$ cat src/rtl/ovg_pkg.sv
package ovg_pkg;
  localparam int NUM_CH = 2;
  localparam int CH_FIX = 0;
  localparam int CH_PRG = 1;
  localparam int SCALE_SHIFT = 7;   // threshold ratios are over 128
endpackage

$ cat src/rtl/ovg_rst_sync.sv
module ovg_rst_sync (
  input  logic clk,
  input  logic rst_n,
  output logic rst_n_sync
);
  logic [1:0] sync_q;

  always_ff @(posedge clk or negedge rst_n) begin
    if (!rst_n) sync_q <= 2'b00;
    else        sync_q <= {sync_q[0], 1'b1};
  end

  assign rst_n_sync = sync_q[1];
endmodule

$ cat src/rtl/ovg_level_cmp.sv
module ovg_level_cmp #(
  parameter int LVL_W = 10,
  parameter int THR_W = 7
) (
  input  logic [LVL_W-1:0] level_i,
  input  logic [LVL_W-1:0] supply_i,
  input  logic [THR_W-1:0] thr_i,
  output logic             over_o
);
  import ovg_pkg::*;
  localparam int PROD_W = LVL_W + ((THR_W > SCALE_SHIFT) ? THR_W : SCALE_SHIFT) + 1;

  logic [PROD_W-1:0] lhs, rhs;

  always_comb begin
    lhs    = PROD_W'(level_i) << SCALE_SHIFT;
    rhs    = PROD_W'(thr_i) * PROD_W'(supply_i);
    over_o = (lhs >= rhs);
  end
endmodule

$ cat src/rtl/ovg_persist_ctr.sv
module ovg_persist_ctr #(
  parameter int CNT_W = 8
) (
  input  logic             clk,
  input  logic             rst_n,
  input  logic             en_i,
  input  logic             tick_i,
  input  logic             over_i,
  input  logic [CNT_W-1:0] limit_i,
  output logic             trip_o
);
  localparam logic [CNT_W-1:0] CNT_MAX = '1;

  logic [CNT_W-1:0] cnt_q, cnt_d;
  logic             cnt_ce;
  logic [CNT_W:0]   cnt_inc;

  always_comb begin
    cnt_inc = {1'b0, cnt_q} + 1'b1;
    trip_o  = en_i && tick_i && over_i && (cnt_inc >= {1'b0, limit_i});
    cnt_ce  = !en_i || tick_i;
    cnt_d   = cnt_q;
    if (!en_i)                cnt_d = '0;
    else if (!over_i)         cnt_d = '0;
    else if (cnt_q != CNT_MAX) cnt_d = cnt_inc[CNT_W-1:0];
  end

  always_ff @(posedge clk or negedge rst_n) begin
    if (!rst_n)      cnt_q <= '0;
    else if (cnt_ce) cnt_q <= cnt_d;
  end

  AST_DIS_CLEARS: assert property (@(posedge clk) disable iff (!rst_n)
    !en_i |=> (cnt_q == '0));
  AST_UNDER_CLEARS: assert property (@(posedge clk) disable iff (!rst_n)
    (en_i && tick_i && !over_i) |=> (cnt_q == '0));
  AST_NO_WRAP: assert property (@(posedge clk) disable iff (!rst_n)
    (en_i && tick_i && over_i) |=> (cnt_q >= $past(cnt_q)));
  AST_IDLE_HOLDS: assert property (@(posedge clk) disable iff (!rst_n)
    (en_i && !tick_i) |=> $stable(cnt_q));
endmodule

$ cat src/rtl/pwm_overlevel_guard.sv
module pwm_overlevel_guard #(
  parameter int LVL_W      = 10,
  parameter int THR_W      = 7,
  parameter int FIX_TIME_W = 7,
  parameter int PRG_TIME_W = 8,
  parameter int FIX_THR    = 124
) (
  input  logic                  clk,
  input  logic                  rst_n,
  input  logic                  tick,
  input  logic [LVL_W-1:0]      level_code,
  input  logic [LVL_W-1:0]      supply_code,
  input  logic                  fix_en,
  input  logic [FIX_TIME_W-1:0] fix_time,
  input  logic                  prog_en,
  input  logic [THR_W-1:0]      prog_lvl,
  input  logic [PRG_TIME_W-1:0] prog_time,
  input  logic                  fault_clr,
  output logic                  leg_p_low,
  output logic                  leg_n_low,
  output logic                  fault
);
  import ovg_pkg::*;
  localparam int CNT_W = (FIX_TIME_W > PRG_TIME_W) ? FIX_TIME_W : PRG_TIME_W;

  logic                   rst_n_s;
  logic [NUM_CH-1:0]      ch_en, ch_over, ch_trip;
  logic [THR_W-1:0]       ch_thr   [NUM_CH];
  logic [CNT_W-1:0]       ch_limit [NUM_CH];
  logic                   fault_q, fault_d, fault_ce;

  ovg_rst_sync u_rst (.clk(clk), .rst_n(rst_n), .rst_n_sync(rst_n_s));

  always_comb begin
    ch_en[CH_FIX]    = fix_en;
    ch_en[CH_PRG]    = prog_en;
    ch_thr[CH_FIX]   = THR_W'(FIX_THR);
    ch_thr[CH_PRG]   = prog_lvl;
    ch_limit[CH_FIX] = CNT_W'(fix_time);
    ch_limit[CH_PRG] = CNT_W'(prog_time);
  end

  for (genvar g = 0; g < NUM_CH; g++) begin : g_ch
    ovg_level_cmp #(.LVL_W(LVL_W), .THR_W(THR_W)) u_cmp (
      .level_i (level_code),
      .supply_i(supply_code),
      .thr_i   (ch_thr[g]),
      .over_o  (ch_over[g])
    );
    ovg_persist_ctr #(.CNT_W(CNT_W)) u_ctr (
      .clk    (clk),
      .rst_n  (rst_n_s),
      .en_i   (ch_en[g]),
      .tick_i (tick),
      .over_i (ch_over[g]),
      .limit_i(ch_limit[g]),
      .trip_o (ch_trip[g])
    );
  end

  always_comb begin
    fault_ce = (|ch_trip) || fault_clr;
    fault_d  = |ch_trip;          // trip wins over clear
  end

  always_ff @(posedge clk or negedge rst_n_s) begin
    if (!rst_n_s)      fault_q <= 1'b0;
    else if (fault_ce) fault_q <= fault_d;
  end

  assign fault     = fault_q;
  assign leg_p_low = fault_q;
  assign leg_n_low = fault_q;

  AST_FAULT_STICKY: assert property (@(posedge clk) disable iff (!rst_n_s)
    (fault_q && !fault_clr) |=> fault_q);
  AST_NO_SET_WITHOUT_TICK: assert property (@(posedge clk) disable iff (!rst_n_s)
    (!fault_q && !tick) |=> !fault_q);
  AST_TRIP_BEATS_CLEAR: assert property (@(posedge clk) disable iff (!rst_n_s)
    (|ch_trip) |=> fault_q);
endmodule

$ cat config.mk
export PLATFORM = sky130hd
export DESIGN_NAME = pwm_overlevel_guard
export DESIGN_NICKNAME = d
export VERILOG_FILES = /design/src/rtl/ovg_pkg.sv /design/src/rtl/ovg_rst_sync.sv /design/src/rtl/ovg_level_cmp.sv /design/src/rtl/ovg_persist_ctr.sv /design/src/rtl/pwm_overlevel_guard.sv
export SDC_FILE = /design/constraint.sdc
export NUM_CORES = 1
export LEC_CHECK = 0
export BUFFER_PORTS_ARGS = -buffer_cell sky130_fd_sc_hd__buf_2
export CAP_MARGIN = 20
export CORE_MARGIN = 1
export CORE_UTILIZATION = 25
export DETAILED_ROUTE_END_ITERATION = 16
export GPL_ROUTABILITY_DRIVEN = 0
export PLACE_DENSITY = 0.49
export SETUP_SLACK_MARGIN = 0.15
export SYNTH_ARGS = -nofsm -noshare
export SYNTH_HDL_FRONTEND = slang
export SYNTH_SLANG_ARGS = --single-unit
$ cat constraint.sdc
create_clock -name clk -period 0.8 [get_ports clk]
set_clock_uncertainty 0.05 [all_clocks]
set_input_delay 0.04 -clock clk [delete_from_list [all_inputs] [get_ports clk]]
set_output_delay 0.04 -clock clk [all_outputs]
set_load 0.02 [all_outputs]
==> results.json, run 1 <==
{
  "maxSlewViolCount": 0,
  "worst_setup_path_start_kind": "input port",
  "totalWireLength_mm": 12.7,
  "rsz0062_at_grt": "true",
  "core_sq_um": 20400,
  "gr-total-overflow": 0,
  "vias": 4462,
  "hold_viol_final": 0,
  "first_pass_iters": 4,
  "holdCritPathClass": "in -> reg",
  "yosys.area.top_type": "fa_1",
  "die_height_um": 146,
  "grtUsageTotal_pct": 12.4,
  "cts-buffers-inserted": 3,
  "layout_min_cycle_time_ps": 4990,
  "arrival_ps": 5080,
  "grt_pass1_wl_mm": 21.8,
  "setup_tns_ps": -68780,
  "ys_seq_area_share_pct": 9.13,
  "grt_max_degree": 18,
  "hold_depth": 3,
  "ant_nets": 0,
  "via_per_inst": 4.34,
  "hold_end": "fault",
  "syn-num-nets": 775,
  "yosys.area.top_type_share_pct": 23.8,
  "cts_tree": "built",
  "yosysMostFrequentCell": "ha_1",
  "fmax_ghz": 0.200,
  "antenna_found_initial": 0,
  "fillers": 2113,
  "wire_per_inst_um": 12.4,
  "clk_pin_slew_ps": 60,
  "dieWidth_um": 146,
  "fin_ws_ps": -4190,
  "end_kind": "register",
  "timing.hold.ws_ps": 40.3,
  "cap_violations": 0,
  "irDropWorstVdd_mv": 1.10,
  "synthToLayoutAreaGrowth_pct": 42.2,
  "ys.flop_type": "dfrtp_1",
  "r2r_slack_ps": -1750,
  "numPortBuffers": 50,
  "drive_gt1_share_pct": 35.4,
  "start_util_pct": 25.6,
  "path_cells": "buf_6 -> and2_4 -> fa_1 -> inv_1 -> fa_1 -> inv_1 -> fa_1 -> fa_1 -> ha_4 -> or3_4 -> o221ai_4 -> a21oi_4 -> a21o_1 -> a21oi_2 -> xor2_1 -> ha_1 -> a21o_1 -> a21o_1 -> a21oi_4 -> a31oi_4 -> a31o_1 -> a22o_1",
  "drt-initial-drc-count": 112,
  "worstReg2RegStart": "g_ch[1].u_ctr.cnt_q[0]",
  "synth-edff-count": 0,
  "synthesis.area_sq_um": 5210,
  "period_share_pct": 624,
  "path_max_fanout": 7,
  "clock-sinks": 19,
  "drc": 0,
  "cts_root_buffer": "clkbuf_16",
  "synth_commonest_cells": "ha_1, inv_1, fa_1",
  "pwr_density_cell_nw_per_um2": 2380,
  "p_total_mw": 17.6,
  "crit_buf_inv": 3,
  "critPathKind": "in -> reg",
  "outcome": "finished with violations",
  "synth_seq_cells": 19,
  "p_leak_nw": 3.78,
  "die_area_sq_um": 21400,
  "failed_checks": "negative setup slack",
  "cts-htree-levels": 1,
  "synth_cell_types": 53,
  "crit_family": "adder cells",
  "setup_viol": 20,
  "r2r.worst_path.cells": 10,
  "cpMostUsedCell": "fa_1",
  "num_rows": 52,
  "first_global_vias": 4486,
  "min-delay-start": "fault_clr",
  "syn_inst": 570,
  "yosys_warnings": 0,
  "cpPeakStageDelay_ps": 530,
  "r2r_end": "fault",
  "nets": 964,
  "avgSynthCellArea_sq_um": 9.14,
  "clock_latency_ps": 250,
  "pin_count": 51,
  "crit_path_top_delay_cell": "fa_1",
  "worst-endpoint-required_ps": 890,
  "post-dp-hpwl_mm": 10.9,
  "async_flop_share_pct": 100,
  "clockBufferDepth": 2,
  "netlist_top_cells_area": "fa_1, ha_1, dfrtp_1"
}
[flip-flops by register name, summed over array words and instances, names as in the netlist]
register	count
g_ch.u_ctr.cnt_q	16
u_rst.sync_q	2
fault	1
[cells in the final DEF, fill, tap and decap left out, types with 15 or more instances in the layout]
cell       n
nor2_1    22
dfrtp_1   18
xor2_1    17
inv_1     73
fa_1      62
nand2_1   45
and2_1    41
xnor2_1   17
buf_2     35
buf_4    132
ha_1      88
buf_6     16
a21o_1    15
[cell type report]
class                           count  area, sq um  area share, %
Tap cell                          270          338           4.56
Sequential cell                    19          477           6.43
Multi-Input combinational cell    470         4790           64.7
Timing Repair Buffer              189         1440           19.4
Clock inverter                      1         5.00         0.0675
Antenna cell                        1         2.50         0.0338
Inverter                           76          285           3.85
Clock buffer                        3         75.1           1.01
[per-stage QoR]
stage,worst slack [ps],cell area (sq um),utilization [%],instances
after floorplan,-4180,5290,-,570
after global placement,-4620,6760,33.2,1006
after detailed placement,-4700,6760,33.2,1006
after CTS,-4260,7240,35.6,1023
after global routing,-4430,7410,36.4,1028
final,-4190,7410,36.4,1029
[worst max-delay path by stage]
stage                        start                     end  slack, ps  cells after the start
floorplan              prog_lvl[1]  g_ch[1].u_ctr.cnt_q[5]      -4180                     22
global route           prog_lvl[4]  g_ch[1].u_ctr.cnt_q[5]      -4430                     22
detailed placement  supply_code[4]                   fault      -4700                     23
CTS                    prog_lvl[4]  g_ch[1].u_ctr.cnt_q[5]      -4260                     22
finish                 prog_lvl[2]  g_ch[1].u_ctr.cnt_q[5]      -4190                     22
global placement       prog_lvl[6]                   fault      -4620                     21
[worst register-to-register path, delay by kind of cell, from the launching register on]
| family | cells | cell delay [ps] |
|---|---|---|
| flops | 1 | 380 |
| compound gates | 6 | 1010 |
| simple gates | 2 | 440 |
| fa+ha+maj | 2 | 530 |
[routing by layer]
layer / up-vias / track usage (%) / share of wire, %
met2: 40 / 19.9 / 46
met3: 12 / 1.25 / 2.4
li1: 2308 / - / -
met1: 2102 / 18.1 / 50
met4: 0 / 1.82 / 1.0
met5: - / 0 / 0
[power breakdown]
group          leakage, nW  total (mW)  internal [mW]  switching [mW]
Sequential           0.258        1.03          0.999          0.0325
Combinational         3.48        15.5           8.18            7.34
Clock               0.0409        1.05          0.671           0.378
[logic make-up after synthesis]
| group | share of synthesized area (%) |
|---|---|
| and+or+nand+nor | 17.9 |
| buffers and inverters | 6.03 |
| other | 0.0720 |
| muxes | 0.192 |
| xor gates and xnor gates | 5.72 |
| adders and majority gates | 46.6 |
| AOI/OAI and AO/OA | 14.3 |
| DFF | 9.13 |
[timing repair]
action / in CTS / in global routing
setup buffers: 12 / 5
endpoints found under the hold margin: 2 / 0
gates resized for setup: 70 / 28
pin swaps: 41 / 30
setup endpoints to repair: 20 / 20
hold buffers: 1 / 0
cloned: 0 / 0
(Power assumes the default switching activity.)
==> run 2, diff against run 1 <==
==> constraint.sdc (replaced) <==
create_clock -name clk -period 4 [get_ports clk]
set_clock_uncertainty 0.05 [all_clocks]
set_input_delay 0.2 -clock clk [delete_from_list [all_inputs] [get_ports clk]]
set_output_delay 0.2 -clock clk [all_outputs]
set_load 0.02 [all_outputs]
==> run 2 against run 1 <==
  * The run still ends with negative setup slack left
  * Final cell count fell by 4.3%
  * Largest power group unchanged
  * Design area fell by 5.8%
  * Worst hold slack improved by 100 ps
  * Sequential share of layout area rose by 0.38 points
  * Critical path depth did not move
  * Critical path type unchanged
  * First-iteration DRC count rose by 38%
  * Core utilization fell by 2.1 points
  * Clock power fell by 81%
==> results.json, run 2 (synthesized netlist as in run 1, its figures left out) <==
{
  "outcome": "finished with violations",
  "failed_checks": "negative setup slack",
  "vias": 4301,
  "nets": 920,
  "dieWidth_um": 146,
  "regMostFlops": "g_ch.u_ctr.cnt_q",
  "rsz0062_at_grt": "true",
  "holdCritPathClass": "in -> reg",
  "slew_headroom_pct": 52.5,
  "grtUsageTotal_pct": 11.8,
  "arrival_ps": 5220,
  "synthToLayoutAreaGrowth_pct": 34.0,
  "layout_min_cycle_time_ps": 5130,
  "drc": 0,
  "maxSlewViolCount": 0,
  "fin_ws_ps": -1130,
  "gr-total-overflow": 0,
  "largest_register_ff_count": 16,
  "crit_path_top_delay_cell": "fa_1",
  "die_height_um": 146,
  "critPathKind": "in -> reg",
  "numPortBuffers": 50,
  "grt_pass1_wl_mm": 20.9,
  "clk_pin_slew_ps": 50,
  "p_leak_nw": 3.56,
  "grt_max_degree": 18,
  "via_per_inst": 4.37,
  "setup_tns_ps": -16060,
  "worst_pin_slew_ps": 713,
  "drt-initial-drc-count": 155,
  "ant_nets": 0,
  "wire_per_inst_um": 12.2,
  "worst-endpoint-required_ps": 4090,
  "cts_root_buffer": "clkbuf_16",
  "cap_violations": 0,
  "layout_common_cells": "ha_1, buf_4, inv_1",
  "cts-htree-levels": 1,
  "die_area_sq_um": 21400,
  "cts-buffers-inserted": 3,
  "utilization_pct": 34.3,
  "pwr_density_cell_nw_per_um2": 474,
  "pin_count": 51,
  "path_cells": "buf_8 -> and2_4 -> fa_1 -> inv_1 -> fa_1 -> inv_1 -> fa_1 -> fa_1 -> ha_4 -> or3_4 -> o221ai_4 -> a21oi_4 -> a21o_1 -> a21oi_2 -> xor2_1 -> ha_1 -> a21o_1 -> a21o_1 -> a21oi_4 -> a31oi_4 -> a21o_1 -> a22o_2",
  "start_util_pct": 25.6,
  "post-dp-hpwl_mm": 10.6,
  "core_sq_um": 20400,
  "hold_viol_final": 0,
  "first_pass_iters": 4,
  "totalWireLength_mm": 12.1,
  "irDropWorstVdd_mv": 0.181,
  "clock-sinks": 19,
  "end_kind": "register",
  "period_share_pct": 128,
  "clock_latency_ps": 250,
  "path_max_fanout": 6,
  "first_global_vias": 4260,
  "worst_setup_path_start_kind": "input port",
  "drive_gt1_share_pct": 30.4,
  "antenna_found_initial": 1,
  "setup_viol": 17,
  "fmax_ghz": 0.195,
  "cts_tree": "built",
  "clockBufferDepth": 2,
  "cpPeakStageDelay_ps": 540,
  "num_rows": 52
}
[run 2: metrics by stage]
step                hold slack, ps  instances  area [sq um]  worst slack, ps  total power [mW]
finish                         144        985          6980            -1130              3.31
global placement             -63.8        970          6480            -1510              2.80
detailed placement           -62.9        970          6480            -1560              2.79
floorplan                     -146        570          5280            -1140              1.90
global route                   154        984          6980            -1360              3.70
CTS                            137        977          6820            -1180              3.25
[run 2: final cells by class]
class,count,area [sq um]
diodes,1,2.50
clock buffers,3,75.1
clock inverters,1,5.00
fillers,2118,13400
inverters,76,285
multi-input cells,470,4720
flip-flops and latches,19,475
well taps,270,338
repair buffers,145,1080
[run 2: where the power goes]
group | internal (mW) | switching, mW
Sequential | 0.200 | 0.0156
Clock | 0.134 | 0.0693
Combinational | 1.51 | 1.38
Total | 1.84 | 1.46
[run 2: path summary, 6_finish.rpt]
path	start	to	slack [ps]	cells after the start
max	supply_code[5]	g_ch[1].u_ctr.cnt_q[4]	-1130	22
max in group asynchronous	u_rst.sync_q[1]	g_ch[0].u_ctr.cnt_q[6]	3200	0
min	prog_en	g_ch[1].u_ctr.cnt_q[0]	140	3
max reg2reg	g_ch[1].u_ctr.cnt_q[0]	fault	1260	11
min reg2reg	u_rst.sync_q[1]	g_ch[0].u_ctr.cnt_q[1]	240	0
min in group asynchronous	rst_n	u_rst.sync_q[0]	210	2
[run 2: worst max-delay path, delay by kind of cell]
family | cells | cell delay [ps]
simple gates | 2 | 540
compound gates | 10 | 1680
buf+inv | 3 | 200
xor+xnor | 1 | 170
fa+ha+maj | 6 | 2390
[run 2: layer usage]
metal | vias to the layer above | GRT usage, % | share of wire (%)
li1 | 2219 | - | -
met1 | 2026 | 17.5 | 50
met2 | 51 | 19.1 | 46
met3 | 5 | 0.813 | 3.0
met4 | 0 | 1.25 | 0.45
met5 | - | 0 | 0
[run 2: timing repair]
| item | 4_1_cts | 5_1_grt |
|---|---|---|
| pin swaps | 30 | 36 |
| endpoints found under the hold margin | 2 | 0 |
| gates resized for setup | 55 | 31 |
| hold buffers | 1 | 0 |
| buffers inserted | 2 | 7 |
| endpoints found under the setup margin | 17 | 17 |
